===== src/rtl/capfifo_pkg.sv =====
package capfifo_pkg;
    // Action the control decides on for one cycle
    typedef struct packed {
        logic push;
        logic pop;
    } fifo_op_t;
endpackage


===== src/rtl/capfifo_ctrl.sv =====
module capfifo_ctrl
    import capfifo_pkg::*;
#(
    parameter int DEPTH = 4,
    localparam int CNT_W = $clog2(DEPTH + 1)
) (
    input  logic             clk,
    input  logic             rst_n,
    input  logic             cap_i,
    input  logic             rd_i,
    input  logic             every_edge_i,
    input  logic             ovf_clr_i,
    output fifo_op_t         op_o,
    output logic [CNT_W-1:0] count_o,
    output logic             ovf_o
);
    typedef struct packed {
        logic [CNT_W-1:0] count;
        logic             lock;
        logic             ovf;
    } ctrl_t;

    ctrl_t    d, q;
    fifo_op_t op;
    logic     full, empty, room, ovf_evt;

    always_comb begin
        full    = (q.count == CNT_W'(DEPTH));
        empty   = (q.count == '0);
        op.pop  = rd_i && !empty;
        room    = !full || op.pop;
        op.push = cap_i && !q.lock && room;
        ovf_evt = cap_i && !q.lock && !room && !every_edge_i;

        d       = q;
        d.count = q.count + CNT_W'(op.push) - CNT_W'(op.pop);
        if (ovf_clr_i) d.ovf = 1'b0;
        if (ovf_evt)   d.ovf = 1'b1;
        if (ovf_evt)
            d.lock = 1'b1;
        else if (d.count == '0)
            d.lock = 1'b0;
    end

    always_ff @(posedge clk) begin
        if (!rst_n) q <= '0;
        else        q <= d;
    end

    assign op_o    = op;
    assign count_o = q.count;
    assign ovf_o   = q.ovf;

    AST_COUNT_BOUND: assert property (@(posedge clk) disable iff (!rst_n)
        q.count <= CNT_W'(DEPTH));
    AST_NO_POP_EMPTY: assert property (@(posedge clk) disable iff (!rst_n)
        (q.count == '0) |-> !op_o.pop);
    AST_FULL_DISCARD: assert property (@(posedge clk) disable iff (!rst_n)
        (cap_i && !rd_i && !every_edge_i && q.count == CNT_W'(DEPTH)) |=> ovf_o);
    AST_LOCKOUT: assert property (@(posedge clk) disable iff (!rst_n)
        q.lock |-> !op_o.push);
    AST_EDGE_MODE_NO_OVF: assert property (@(posedge clk) disable iff (!rst_n)
        (!ovf_o && every_edge_i) |=> !ovf_o);
    AST_OVF_STICKY: assert property (@(posedge clk) disable iff (!rst_n)
        (ovf_o && !ovf_clr_i) |=> ovf_o);
endmodule


===== src/rtl/capfifo_store.sv =====
module capfifo_store
    import capfifo_pkg::*;
#(
    parameter int DATA_W = 16,
    parameter int DEPTH  = 4,
    localparam int CNT_W = $clog2(DEPTH + 1)
) (
    input  logic              clk,
    input  logic              rst_n,
    input  fifo_op_t          op_i,
    input  logic [CNT_W-1:0]  count_i,
    input  logic [DATA_W-1:0] din_i,
    output logic [DATA_W-1:0] head_o
);
    typedef struct packed {
        logic [DEPTH-1:0][DATA_W-1:0] slot;
    } store_t;

    store_t                       d, q;
    logic [DEPTH-1:0][DATA_W-1:0] slot_nxt;
    logic [CNT_W-1:0]             wr_idx;

    assign wr_idx = count_i - CNT_W'(op_i.pop);

    for (genvar i = 0; i < DEPTH; i++) begin : g_slot
        logic [DATA_W-1:0] shifted;
        if (i == DEPTH - 1) begin : g_last
            assign shifted = op_i.pop ? '0 : q.slot[i];
        end else begin : g_mid
            assign shifted = op_i.pop ? q.slot[i+1] : q.slot[i];
        end
        assign slot_nxt[i] = (op_i.push && wr_idx == CNT_W'(i)) ? din_i : shifted;
    end

    always_comb begin
        d      = q;
        d.slot = slot_nxt;
    end

    always_ff @(posedge clk) begin
        if (!rst_n) q <= '0;
        else        q <= d;
    end

    assign head_o = (count_i != '0) ? q.slot[0] : '0;

    AST_HEAD_ADVANCE: assert property (@(posedge clk) disable iff (!rst_n)
        (op_i.pop && !op_i.push && count_i >= CNT_W'(2)) |=> head_o == $past(q.slot[1]));
endmodule


===== src/rtl/cap_fifo.sv =====
module cap_fifo
    import capfifo_pkg::*;
#(
    parameter int DATA_W = 16,
    parameter int DEPTH  = 4
) (
    input  logic              clk,
    input  logic              rst_n,
    input  logic              cap_stb,
    input  logic [DATA_W-1:0] cap_time,
    input  logic              rd_stb,
    output logic [DATA_W-1:0] rd_word,
    output logic              nonempty,
    output logic              ovf_sticky,
    input  logic              ovf_clr,
    input  logic              every_edge
);
    localparam int CNT_W = $clog2(DEPTH + 1);

    fifo_op_t         op;
    logic [CNT_W-1:0] count;

    capfifo_ctrl #(.DEPTH(DEPTH)) u_ctrl (
        .clk          (clk),
        .rst_n        (rst_n),
        .cap_i        (cap_stb),
        .rd_i         (rd_stb),
        .every_edge_i (every_edge),
        .ovf_clr_i    (ovf_clr),
        .op_o         (op),
        .count_o      (count),
        .ovf_o        (ovf_sticky)
    );

    capfifo_store #(.DATA_W(DATA_W), .DEPTH(DEPTH)) u_store (
        .clk     (clk),
        .rst_n   (rst_n),
        .op_i    (op),
        .count_i (count),
        .din_i   (cap_time),
        .head_o  (rd_word)
    );

    assign nonempty = (count != '0);

    AST_EMPTY_READS_ZERO: assert property (@(posedge clk) disable iff (!rst_n)
        !nonempty |-> rd_word == '0);
    AST_FIRST_STORE: assert property (@(posedge clk) disable iff (!rst_n)
        (!nonempty && cap_stb && !ovf_sticky) |=> nonempty);
endmodule


===== config.mk =====
export PLATFORM = sky130hd
export DESIGN_NAME = cap_fifo
export DESIGN_NICKNAME = d
export VERILOG_FILES = /design/src/rtl/capfifo_pkg.sv /design/src/rtl/capfifo_ctrl.sv /design/src/rtl/capfifo_store.sv /design/src/rtl/cap_fifo.sv
export SDC_FILE = /design/constraint.sdc
export NUM_CORES = 1
export LEC_CHECK = 0
export BUFFER_PORTS_ARGS = -buffer_cell sky130_fd_sc_hd__buf_2
export CAP_MARGIN = 20
export CORE_MARGIN = 1.5
export CORE_UTILIZATION = 25
export CTS_BUF_LIST = sky130_fd_sc_hd__clkbuf_4 sky130_fd_sc_hd__clkbuf_8
export CTS_CLUSTER_DIAMETER = 50
export CTS_CLUSTER_SIZE = 14
export DETAILED_ROUTE_END_ITERATION = 6
export MAX_ROUTING_LAYER = met4
export PLACE_DENSITY = 0.44
export SYNTH_ARGS = -nofsm -noshare
export SYNTH_HDL_FRONTEND = slang
export SYNTH_SLANG_ARGS = --single-unit

===== constraint.sdc =====
create_clock -name clk -period 5.95 [get_ports clk]
set_input_delay 0.8925 -clock clk [delete_from_list [all_inputs] [get_ports clk]]
set_output_delay 0.8925 -clock clk [all_outputs]
set_load 0.005 [all_outputs]

==> flow_results.org <==
** Run status
- Status :: completed

** Power and ir drop
- P_leak :: 1.76 nW
- After layout, the design draws a total of 2.14 mW.
- In this run the power density over the cells is 524 nW/um^2.
- The worst-case IR drop observed on VDD is 0.332 mV.

** Routing
- The final layout contains routed wiring with a total length of 9860 um.
- First DRT Iteration DRCs :: 164
- Remaining antenna violation count after routing :: 0
- Drt first pass iters :: 4
- Post-route DRC violation count :: 0
- Dividing the detail-routed wire length by the instance count gives 17.9 um.
- Detailed routing inserted a total of 2,793 vias.
- Dividing the detail-routed via count by the number of cells gives 5.07.

** Layout
- Area Growth Syn to Fin :: 11.7%
- Number of antenna cells inserted :: 0
- Register Area :: 1380 um^2
- Of the cells placed in the final design, the portion with a size suffix greater than 1 is 25.6%.
- After the last flow step, the layout net total stands at 394.
- Leaving out fill and tap cells, the most frequent cell in the layout is dfxtp_1.
- Footprint of the multi-input gates :: 2030 um^2
- Post-route insts no fill :: 551
- FILL cells :: 1,479
- Most used cells in the layout excluding fill and tap cells :: 69 x dfxtp_1, 64 x mux2i_1, 47 x nor3_1, 39 x buf_2, 29 x a221oi_2

** GRT
- Total grt overflow :: 0
- Global-route wire length before repair :: 15,500 um
- Global routing used 13.8% of the available tracks.
- The via count of the first global-routing pass was 2,710.
- Pin count of the biggest net entering global routing :: 65
- Number of antenna violations at the first check in global routing :: 0

** Clock tree
- After clock tree synthesis, the setup repair step added 0 buffers.
- Clock-pin slew reported for the worst setup and hold paths after clock tree synthesis :: 0.07 ns
- CTS sink count :: 69
- Max clock buf depth :: 2
- Clock insertion delay at the later pin of the skew report :: 0.35 ns
- Quantity of hold-fixing buffers added after cts :: 0
- Count of instances resized after the clock tree is built :: 0
- Clock tree synthesis inserted a total of 9 buffers.
- In this run the number of H-tree levels came out at 3.
- The tree is rooted in a clkbuf_8.
- TritonCTS built the clock tree.

** Placement
- Routability-driven placement finished with a final weighted congestion of 0.709.
- Total half-perimeter wirelength after legalization and detailed placement :: 5990 um
- Worst setup slack after placement :: 2.14 ns
- The count of buffers added on input and output ports is 39.
- The number of placed instances, taps included, is 536.

** Timing
- The count of final max-slew check failures was 0.
- Setup repair after global routing left no endpoint under its margin.
- Setup violations remaining at the end of the flow were counted as 0.
- Final worst slack :: 2.52 ns
- Headroom to the max-slew limit came out at 28.1%.
- Hold timing on the final database bottoms out at a slack of 0.475 ns.
- Maximum operating frequency :: 291 MHz
- For the pin with the worst max-slew slack, the measured transition is 1.08 ns.
- Post-route minimum period :: 3.43 ns
- Total negative slack for setup checks :: 0 ns
- Final worst clock skew :: 0.00909 ns
- The total count of hold-check failures in the final report came to 0.
- Of the available clock period, the critical path in the final layout requires 57.7%.

** Critical path
- At the worst endpoint, the required time is 6.14 ns.
- Along the worst path, the maximum fanout reaches 31.
- WP data arrival :: 3.62 ns
- Type of destination of the critical path :: flip-flop
- Setup slack on the worst reg-to-reg path comes out at 2.54 ns.
- The critical path is of the input pin to flip-flop type.
- The worst setup path is launched from an input pin.

** Die
- For this configuration, the core starts out at a cell density of 26.0%.
- The floorplan step set the die height to 124 um.
- Pin placement for this block handled 40 I/O pins.
- Horiz. Die Dim :: 124 um
- CORE AREA :: 14,000 um^2
- Number of rows in the core area :: 43
- The die covers 15,300 um^2.

** Synth
- Instance count of the mapped netlist :: 354
- During synthesis, Yosys emitted a total of 0 warnings.
- Post-synth design cell area :: 3650 um^2
- Each instance of the synthesized netlist takes up on average 10.3 um^2.
- Count of unique library cells instantiated by Yosys :: 30
- Synthesis produced a netlist with a net count of 381.
- The share of the Yosys chip area taken by registers is 37.9%.
- Flip-flop and latch count after synthesis :: 69

** Flow run
- Max-cap violations in this run came to 0.

** Worst hold path
- Kind of path behind the tightest hold check :: flip-flop to flip-flop
==> cells by family after synthesis <==
family	share of synthesized area, %
multiplexers	17.6
AND/OR/NAND/NOR	16.9
flip-flops	37.9
buffers and inverters	7.54
XOR/XNOR	0.857
AO/OA/AOI/OAI	17.3
adder cells (fa/ha/maj)	1.92
==> final timing paths <==
check,from,to,cells after the start
worst max register to register,u_ctrl.count_o[2],u_store.q[0],8
worst min-delay path,u_ctrl.ovf_o,u_ctrl.ovf_o,2
worst min register to register,u_ctrl.ovf_o,u_ctrl.ovf_o,2
worst max-delay path,rd_stb,u_store.q[0],9
==> power by group <==
group | total, mW | internal, mW | switching [mW]
sequential | 0.692 | 0.602 | 0.0895
combinational | 1.08 | 0.419 | 0.656
clock | 0.370 | 0.192 | 0.178
total | 2.14 | 1.21 | 0.923
==> cells in the mapped netlist <==
cell,count,area share [%]
buf_2,9,1.2
or3_1,1,0.17
mux2i_1,64,18
and2_1,19,3.3
or3b_2,2,0.48
fa_1,1,0.55
nand2b_4,1,0.38
a221oi_2,29,12
nand2_1,17,1.7
dfxtp_1,69,38
buf_6,8,2.5
nor2_1,2,0.21
o41ai_1,1,0.24
nor4b_4,1,0.65
xnor3_1,1,0.62
nand3_1,16,2.2
buf_1,2,0.21
buf_4,2,0.41
nand2b_1,3,0.51
a21oi_1,3,0.41
or4b_1,1,0.27
inv_1,7,0.72
o31ai_1,2,0.41
ha_1,4,1.4
nor3_1,47,6.4
or4_1,3,0.62
buf_12,1,0.55
clkbuf_1,19,2.0
xor2_1,1,0.24
a221oi_1,18,4.3
==> critical path: stages <==
cell and delay [ns]:
buf_2 0.13, o31ai_4 0.06, inv_1 0.09, ha_1 0.19, ha_1 0.23, xor2_4 0.68
buf_4 0.39, or4_1 0.73, a221oi_1 0.20
==> metrics by stage <==
step / utilization [%] / instance area, um^2
finish: 29.0 / 4080
global placement: 27.7 / 3890
detailed placement: 27.7 / 3890
CTS: 29.0 / 4080
global route: 29.0 / 4080
floorplan: - / 3650
==> sequential cells by signal (all words and copies together), names as in the netlist <==
name	flops
u_ctrl.ovf_o	1
u_store.q	64
u_ctrl.q	1
u_ctrl.count_o	3
==> cell type report <==
cell class / instances / share of cell area, %
clock buffers: 14 / 4.42
clock inverters: 1 / 0.123
inverters: 7 / 0.645
multi-input cells: 237 / 49.9
flip-flops and latches: 69 / 33.9
well taps: 180 / 5.53
repair buffers: 43 / 5.53
==> per-layer routing <==
metal	up-vias	part of all wire [%]	track usage, %
met4	0	1.4	4.45
met1	1360	52	19.4
met2	64	42	19.5
li1	1358	-	-
met5	-	0	-
met3	11	4.3	3.25
Note: power is estimated with default switching activity, not from simulation.
